<file path="src/rtl/dma_seq_pkg.sv">
package dma_seq_pkg;

    typedef struct packed {
        logic       rel_en;
        logic       use_snoop;
        logic       dst_io;
        logic       src_io;
        logic [1:0] dst_step;
        logic [1:0] src_step;
        logic [1:0] port_sz;
        logic [1:0] xfer_sz;
    } chan_ctrl_t;

    localparam int CTRL_W = $bits(chan_ctrl_t);

    typedef enum logic [2:0] {
        ST_IDLE = 3'd0,
        ST_REQ  = 3'd1,
        ST_RD   = 3'd2,
        ST_WR   = 3'd3,
        ST_REL  = 3'd4
    } seq_state_t;

    function automatic logic [2:0] size_bytes(input logic [1:0] code);
        case (code)
            2'b11:   return 3'd1;
            2'b10:   return 3'd2;
            default: return 3'd4;
        endcase
    endfunction

    function automatic logic port_mismatch(input chan_ctrl_t c);
        return (c.src_io || c.dst_io) &&
               (size_bytes(c.port_sz) != size_bytes(c.xfer_sz));
    endfunction

endpackage

</file>
<file path="src/rtl/dma_seq_addr.sv">
module dma_seq_addr #(
    parameter int AW = 32
) (
    input  logic          clk,
    input  logic          rst,
    input  logic          load,
    input  logic [AW-1:0] load_val,
    input  logic          step,
    input  logic [1:0]    mode,
    input  logic [2:0]    bytes,
    output logic [AW-1:0] addr_o
);
    logic [AW-1:0] addr_q;
    logic [AW-1:0] delta;

    assign delta  = AW'(bytes);
    assign addr_o = addr_q;

    always_ff @(posedge clk) begin
        if (rst) begin
            addr_q <= '0;
        end else if (load) begin
            addr_q <= load_val;
        end else if (step && !mode[1]) begin
            addr_q <= mode[0] ? addr_q - delta : addr_q + delta;
        end
    end

    p_hold_r3: assert property (@(posedge clk) disable iff (rst)
        (step && !load && mode[1]) |=> (addr_o == $past(addr_o)));

    p_inc_r3: assert property (@(posedge clk) disable iff (rst)
        (step && !load && mode == 2'b00) |=> (addr_o == $past(addr_o) + AW'($past(bytes))));

endmodule

</file>
<file path="src/rtl/dma_seq_count.sv">
module dma_seq_count #(
    parameter int CW = 16
) (
    input  logic          clk,
    input  logic          rst,
    input  logic          load,
    input  logic [CW-1:0] load_val,
    input  logic          dec,
    input  logic [2:0]    bytes,
    output logic          last_o
);
    logic [CW-1:0] cnt_q;

    assign last_o = (cnt_q <= CW'(bytes));

    always_ff @(posedge clk) begin
        if (rst) begin
            cnt_q <= '0;
        end else if (load) begin
            cnt_q <= load_val;
        end else if (dec) begin
            cnt_q <= last_o ? '0 : cnt_q - CW'(bytes);
        end
    end

    p_count_dec_r5: assert property (@(posedge clk) disable iff (rst)
        (dec && !load && cnt_q != '0) |=> (cnt_q < $past(cnt_q)));

endmodule

</file>
<file path="src/rtl/dma_seq_fsm.sv">
module dma_seq_fsm
    import dma_seq_pkg::*;
(
    input  logic       clk,
    input  logic       rst,
    input  logic       start,
    input  logic       bad_cfg,
    input  logic       len_zero,
    input  logic       gnt,
    input  logic       ack,
    input  logic       rel_ok,
    input  logic       cnt_last,
    output seq_state_t state_o,
    output logic       load_o,
    output logic       src_step_o,
    output logic       dst_step_o,
    output logic       done_o,
    output logic       err_o
);
    seq_state_t state_q, resume_q;
    logic       done_q, err_q;

    assign state_o    = state_q;
    assign done_o     = done_q;
    assign err_o      = err_q;
    assign load_o     = (state_q == ST_IDLE) && start && !bad_cfg && !len_zero;
    assign src_step_o = (state_q == ST_RD) && ack;
    assign dst_step_o = (state_q == ST_WR) && ack;

    always_ff @(posedge clk) begin
        if (rst) begin
            state_q  <= ST_IDLE;
            resume_q <= ST_RD;
            done_q   <= 1'b0;
            err_q    <= 1'b0;
        end else begin
            case (state_q)
                ST_IDLE: begin
                    if (start) begin
                        if (bad_cfg) begin
                            err_q <= 1'b1;
                        end else begin
                            err_q  <= 1'b0;
                            done_q <= len_zero;
                            if (!len_zero) begin
                                state_q  <= ST_REQ;
                                resume_q <= ST_RD;
                            end
                        end
                    end
                end
                ST_REQ: if (gnt) state_q <= resume_q;
                ST_RD: begin
                    if (ack) begin
                        resume_q <= ST_WR;
                        state_q  <= rel_ok ? ST_REL : ST_WR;
                    end
                end
                ST_WR: begin
                    if (ack) begin
                        resume_q <= ST_RD;
                        if (cnt_last) begin
                            state_q <= ST_IDLE;
                            done_q  <= 1'b1;
                        end else begin
                            state_q <= rel_ok ? ST_REL : ST_RD;
                        end
                    end
                end
                ST_REL:  state_q <= ST_REQ;
                default: state_q <= ST_IDLE;
            endcase
        end
    end

    p_strobe_excl_r4: assert property (@(posedge clk) disable iff (rst)
        (state_q == ST_RD && !ack) |=> (state_q == ST_RD));

    p_done_idle_r5: assert property (@(posedge clk) disable iff (rst)
        $rose(done_q) |-> (state_q == ST_IDLE));

    p_rel_back_r7: assert property (@(posedge clk) disable iff (rst)
        (state_q == ST_REL) |=> (state_q == ST_REQ));

    p_err_idle_r9: assert property (@(posedge clk) disable iff (rst)
        $rose(err_q) |-> (state_q == ST_IDLE));

endmodule

</file>
<file path="src/rtl/dma_seq_top.sv">
module dma_seq_top
    import dma_seq_pkg::*;
#(
    parameter int AW = 32,
    parameter int CW = 16
) (
    input  logic              clk,
    input  logic              rst,
    input  logic              cfg_wr,
    input  logic [CTRL_W-1:0] cfg_word,
    input  logic              start,
    input  logic [AW-1:0]     src_start,
    input  logic [AW-1:0]     dst_start,
    input  logic [CW-1:0]     len_start,
    input  logic              gnt,
    input  logic              rel_req,
    input  logic              cyc_ack,
    output logic [AW-1:0]     bus_addr,
    output logic [2:0]        bus_size,
    output logic              rd_stb,
    output logic              wr_stb,
    output logic              sreq,
    output logic              greq,
    output logic              done,
    output logic              cfg_err
);
    chan_ctrl_t    ctrl_q;
    seq_state_t    state;
    logic          busy, load, src_step, dst_step, cnt_last, rel_ok, req_on;
    logic [2:0]    xfer_bytes;
    logic [AW-1:0] src_addr, dst_addr;

    assign busy       = (state != ST_IDLE);
    assign xfer_bytes = size_bytes(ctrl_q.xfer_sz);
    assign rel_ok     = rel_req && ctrl_q.rel_en && !ctrl_q.use_snoop;

    always_ff @(posedge clk) begin
        if (rst) begin
            ctrl_q <= '0;
        end else if (cfg_wr && !busy) begin
            ctrl_q <= chan_ctrl_t'(cfg_word);
        end
    end

    dma_seq_fsm u_fsm (
        .clk        (clk),
        .rst        (rst),
        .start      (start),
        .bad_cfg    (port_mismatch(ctrl_q)),
        .len_zero   (len_start == '0),
        .gnt        (gnt),
        .ack        (cyc_ack),
        .rel_ok     (rel_ok),
        .cnt_last   (cnt_last),
        .state_o    (state),
        .load_o     (load),
        .src_step_o (src_step),
        .dst_step_o (dst_step),
        .done_o     (done),
        .err_o      (cfg_err)
    );

    dma_seq_addr #(.AW(AW)) u_src (
        .clk (clk), .rst (rst), .load (load), .load_val (src_start),
        .step (src_step), .mode (ctrl_q.src_step), .bytes (xfer_bytes),
        .addr_o (src_addr)
    );

    dma_seq_addr #(.AW(AW)) u_dst (
        .clk (clk), .rst (rst), .load (load), .load_val (dst_start),
        .step (dst_step), .mode (ctrl_q.dst_step), .bytes (xfer_bytes),
        .addr_o (dst_addr)
    );

    dma_seq_count #(.CW(CW)) u_cnt (
        .clk (clk), .rst (rst), .load (load), .load_val (len_start),
        .dec (dst_step), .bytes (xfer_bytes), .last_o (cnt_last)
    );

    assign rd_stb   = (state == ST_RD);
    assign wr_stb   = (state == ST_WR);
    assign req_on   = (state == ST_REQ) || rd_stb || wr_stb;
    assign sreq     = req_on && ctrl_q.use_snoop;
    assign greq     = req_on && !ctrl_q.use_snoop;
    assign bus_addr = rd_stb ? src_addr : (wr_stb ? dst_addr : '0);
    assign bus_size = (rd_stb || wr_stb) ? xfer_bytes : 3'd0;

    p_ctrl_frozen_r10: assert property (@(posedge clk) disable iff (rst)
        (busy && cfg_wr) |=> (ctrl_q == $past(ctrl_q)));

    p_snoop_ignore_r8: assert property (@(posedge clk) disable iff (rst)
        (rd_stb && cyc_ack && rel_req && ctrl_q.use_snoop) |=> wr_stb);

    p_one_line_r6: assert property (@(posedge clk) disable iff (rst)
        (rd_stb || wr_stb) |-> (sreq != greq));

endmodule

</file>
<file path="config.mk">
export PLATFORM = sky130hd
export DESIGN_NAME = dma_seq_top
export DESIGN_NICKNAME = d
export VERILOG_FILES = /design/src/rtl/dma_seq_pkg.sv /design/src/rtl/dma_seq_addr.sv /design/src/rtl/dma_seq_count.sv /design/src/rtl/dma_seq_fsm.sv /design/src/rtl/dma_seq_top.sv
export SDC_FILE = /design/constraint.sdc
export NUM_CORES = 1
export LEC_CHECK = 0
export ABC_CLOCK_PERIOD_IN_PS = 3900
export BUFFER_PORTS_ARGS = -buffer_cell sky130_fd_sc_hd__buf_4
export CAP_MARGIN = 25
export CELL_PAD_IN_SITES_DETAIL_PLACEMENT = 1
export CELL_PAD_IN_SITES_GLOBAL_PLACEMENT = 1
export CORE_MARGIN = 10
export CORE_UTILIZATION = 39
export DETAILED_ROUTE_END_ITERATION = 16
export HOLD_SLACK_MARGIN = 0.05
export PLACE_DENSITY_LB_ADDON = 0.1
export RECOVER_POWER = 100
export SYNTH_ARGS = -nofsm -noshare
export SYNTH_HDL_FRONTEND = slang
export SYNTH_HIERARCHICAL = 1
export SYNTH_SLANG_ARGS = --single-unit
</file>
<file path="constraint.sdc">
create_clock -name clk -period 3.9 [get_ports clk]
set_clock_uncertainty 0.1 [all_clocks]
set_input_delay 0.39 -clock clk [delete_from_list [all_inputs] [get_ports clk]]
set_output_delay 0.39 -clock clk [all_outputs]
set_load 0.02 [all_outputs]
</file>
==> impl_summary.md <==
Pwr
The leakage power is 4.573 nW. VDD sags by at most approximately 0.24 mV. Overall power consumption after layout is estimated at roughly 0.0043 W.

The power per standard cell area is 391.8 nW/um^2.

Logic synthesis
After synthesis, the share of flip-flops with an asynchronous set or reset is 0%. The mean cell area of the mapped netlist is around 7.5 um^2. The sequential share of the synthesized area is 21.21%. In the post-synthesis netlist, the biggest area contributors are sky130_fd_sc_hd__dfxtp_1, sky130_fd_sc_hd__ha_1, sky130_fd_sc_hd__a21oi_1, sky130_fd_sc_hd__mux2i_1, sky130_fd_sc_hd__nor2_1.

In the synthesized netlist the dominant register cell turns out to be sky130_fd_sc_hd__dfxtp_1. The synthesized instance count is roughly 1200. The biggest area consumer among synthesized cells is sky130_fd_sc_hd__dfxtp_1. The number of warnings printed during yosys synthesis is 6.

Yosys mapped the design onto 89 distinct sky130hd cell types. Of the post-synthesis cell area, the dominant cell type holds around a fifth. The synthesized design contains 98 register bits.

Yosys mapped a number of flops with a built-in enable equal to 0. The most numerous cell in the Yosys netlist is sky130_fd_sc_hd__a21oi_1. The number of nets handed over by synthesis was 1409. The netlist area before placement is 9249 um^2.

The commonest cells after synthesis are sky130_fd_sc_hd__a21oi_1, sky130_fd_sc_hd__nor2_1, sky130_fd_sc_hd__nand2_1.

Route
The residual DRC count is 0. The first detailed-routing pass took 5 iterations. The number of DRC markers in iteration 0 is 658. The post-detailed-route wirelength per cell is roughly 21 um. The total via count after detailed routing is 9930. Detailed routing placed a total of 16750 um of wire on met2. After detailed routing, the met3 layer carries 1622 um of wire. The average vias per placed instance is between 5 and 6. The overall routed net length is between 30000 and 40000 um. After detailed routing, no signal wire sits above met4. The detail route stage leaves a number of antenna-violating nets equal to 0. For this block, wires on met1 add up to 16650 um.

Outcome
The flow ran to the end, but the final reports show violations. The final reports fail on max-capacitance violations, max-slew violations.

CTS
Clock-pin slew was measured on the worst setup and hold paths at about 0.08 ns. The master cell of the clock root buffer is sky130_fd_sc_hd__clkbuf_16. The longest clock path from root to sink contains 2 buffers. The later pin in the worst-skew pair is clocked with a latency of 0.36 ns. The clock drives between 90 and 100 sinks. Buffers inserted during clock tree synthesis total 9.

The CTS tree is yes. The clock tree synthesis step divided the H-tree into 3 levels.

Timing
The worst-case headroom to the max-slew limit is -21.71%. The final count of pins violating max slew came to 49. The worst hold margin is about 0.16 ns. The final period demand of the worst path is between 3 and 4 ns. The count of final hold-check violations is 0. The sum of negative setup slack is 0 ns. The worst path uses 94.01% of the clock period. The highest clock rate is around 270 MHz.

The worst setup margin is about 0.23 ns. The transition time of the tightest slew-check pin is ~1.8 ns. The total setup violations reported at the end of the flow is 0.

Setup repair after global routing left no endpoint under its margin.

Placed design
The count of buffers inserted at the top-level ports is between 100 and 150. The detailed-placement wirelength estimate is about 27000 um. OpenSTA, run right after detailed placement, puts the worst setup slack at ~0.078 ns.

At the end of routability-driven placement, the weighted congestion stood at just over 0.9. The placed instances occupy a cell area of about 11000 um^2.

Hold path
The worst min-delay path category is input port to flop.

Floorplan
The width of the chip is roughly 170 um. The die boundary height is around 170 um. The area inside the core boundary is about 23000 um^2. For this configuration, the core starts out at a cell density of 39.52%. The site row count is 56.

The number of top-level pins is between 100 and 150. The die covers a little over 30000 um^2.

Worst setup path
The start-to-end type of the worst setup path is flop to flop. The critical-path maximum fanout is 11. STA classifies the critical path endpoint as a flop. For the worst setup path, the data arrival time is approximately 3.9 ns. STA classifies the critical path startpoint as a flop.

The data required time of the worst path is roughly 4.1 ns.

Global routing
The global-route wire length before repair is between 50000 and 60000 um. The maximum number of pins on one net before global-route repair is 87. The final global-route overflow total is 0. The via count of the first global-routing pass is just under 10000. The number of antenna violations at the first check in global routing was 0. The overall fraction of global-route tracks in use is between 20% and 30%.

Final layout
Compared with the post-synthesis result, the final layout area differs by 18.51%. Once layout is done, the placed cells without fillers occupy ~11000 um^2. After the last flow step, the layout net total stands at about 1500.

Counting the fill cells in the layout gives 3006. The number of antenna repair diodes is 0. Cells with a size suffix above 1 make up about 14% of the layout.

Job
Across the run, the number of max-cap violations was 2.
==> worst paths after layout <==
| kind | startpoint | to | slack (ns) | depth (start not counted) |
|---|---|---|---|---|
| setup / recovery | ctrl_q[0] | u_dst/addr_o[31] | 0.23 | 15 |
| hold / removal | dst_start[24] | u_dst/addr_o[24] | 0.16 | 2 |
| setup reg to reg | ctrl_q[0] | u_dst/addr_o[31] | 0.23 | 15 |
| hold reg to reg | u_fsm/err_o | u_fsm/err_o | 0.35 | 2 |
==> power breakdown <==
group / total (W) / internal, W / switching, W
Clock: 0.000976 / 0.000507 / 0.000469
Sequential: 0.00129 / 0.00112 / 0.000169
Combinational: 0.00203 / 0.000820 / 0.00121
Total: 0.00429 / 0.00245 / 0.00184
==> stage by stage <==
| stage | util (%) | cells |
|---|---|---|
| 2_1_floorplan | - | 1232 |
| 3_3_place_gp | 46.19 | 1675 |
| 3_5_place_dp | 46.19 | 1675 |
| 4_1_cts | 47.48 | 1691 |
| 5_1_grt | 46.83 | 1692 |
| 6_report | 46.83 | 1692 |
==> flip-flops by register name (all words and copies together), names as in the netlist <==
signal          cells
u_fsm/resume_q      1
u_fsm/state_o       3
ctrl_q             12
u_src/addr_o       32
u_dst/addr_o       32
u_fsm/done_o        1
u_fsm/err_o         1
u_cnt/cnt_q        16
==> critical path: stages (launching register included) <==
cell and delay (ns):
sky130_fd_sc_hd__dfxtp_2 0.39, sky130_fd_sc_hd__nand2_1 0.08, sky130_fd_sc_hd__inv_1 0.10, sky130_fd_sc_hd__inv_1 0.08, sky130_fd_sc_hd__ha_1 0.20, sky130_fd_sc_hd__ha_1 0.18, sky130_fd_sc_hd__or2_4 0.32, sky130_fd_sc_hd__clkbuf_2 0.20
sky130_fd_sc_hd__ha_1 0.36, sky130_fd_sc_hd__and3_1 0.25, sky130_fd_sc_hd__and2_1 0.22, sky130_fd_sc_hd__a21oi_1 0.22, sky130_fd_sc_hd__o21ai_0 0.17, sky130_fd_sc_hd__a221o_1 0.38, sky130_fd_sc_hd__a211o_1 0.27, sky130_fd_sc_hd__nand3_1 0.07
==> placed cells by master, fill, tap and decap left out, types with 7 or more instances in the layout <==
cell type and n:
sky130_fd_sc_hd__buf_4 139, sky130_fd_sc_hd__a21oi_1 131, sky130_fd_sc_hd__nor2_1 125, sky130_fd_sc_hd__nand2_1 116
sky130_fd_sc_hd__dfxtp_1 96, sky130_fd_sc_hd__ha_1 74, sky130_fd_sc_hd__o21ai_0 69, sky130_fd_sc_hd__inv_1 56
sky130_fd_sc_hd__mux2i_1 53, sky130_fd_sc_hd__clkbuf_1 46, sky130_fd_sc_hd__nand2b_1 32, sky130_fd_sc_hd__nor3_1 26
sky130_fd_sc_hd__nand3_1 26, sky130_fd_sc_hd__xnor2_1 24, sky130_fd_sc_hd__xor2_1 24, sky130_fd_sc_hd__a221oi_1 19
sky130_fd_sc_hd__a211oi_1 19, sky130_fd_sc_hd__a21o_1 19, sky130_fd_sc_hd__o22ai_1 15, sky130_fd_sc_hd__nor4_1 14
sky130_fd_sc_hd__nand4_1 13, sky130_fd_sc_hd__and3_1 12, sky130_fd_sc_hd__nor2b_1 12, sky130_fd_sc_hd__or3_1 11
sky130_fd_sc_hd__a31oi_1 9, sky130_fd_sc_hd__clkbuf_16 9, sky130_fd_sc_hd__nand3b_1 9, sky130_fd_sc_hd__o211a_1 9
sky130_fd_sc_hd__nor3b_1 8, sky130_fd_sc_hd__o211ai_1 8, sky130_fd_sc_hd__o21a_1 8, sky130_fd_sc_hd__o21bai_1 7
==> kinds of logic (layout without fill, tap and decap cells) <==
logic type	Yosys count	count (layout)	synth area share, %
AO/OA/AOI/OAI	393	393	28.45
XOR/XNOR	48	48	4.545
adder cells (fa/ha/maj)	78	78	10.80
buffers and inverters	120	261	5.438
flip-flops	98	98	21.21
multiplexers	53	53	5.736
AND/OR/NAND/NOR	442	442	23.82
==> cell type report <==
type	instances	area (um^2)	area share, %
Multi-Input combinational cell	1014	6819	62.21
Sequential cell	98	1964	17.92
Timing Repair Buffer	189	1267	11.56
Tap cell	319	399.1	3.642
Clock buffer	10	229.0	2.089
Inverter	56	210.2	1.918
Clock inverter	6	71.32	0.6507
==> layer usage <==
layer / global-route usage (%) / vias to the layer above
li1: - / 4822
met1: 29.48 / 4800
met2: 37.92 / 266
met3: 3.792 / 42
met4: 5.558 / 0
met5: 0 / -
==> repair_timing <==
item	4_1_cts	5_1_grt
setup buffers	0	1
resized for setup	0	13
hold buffers	0	0
endpoints found under the hold margin	0	0
setup endpoints to repair	0	19
(Power assumes the default switching activity.)
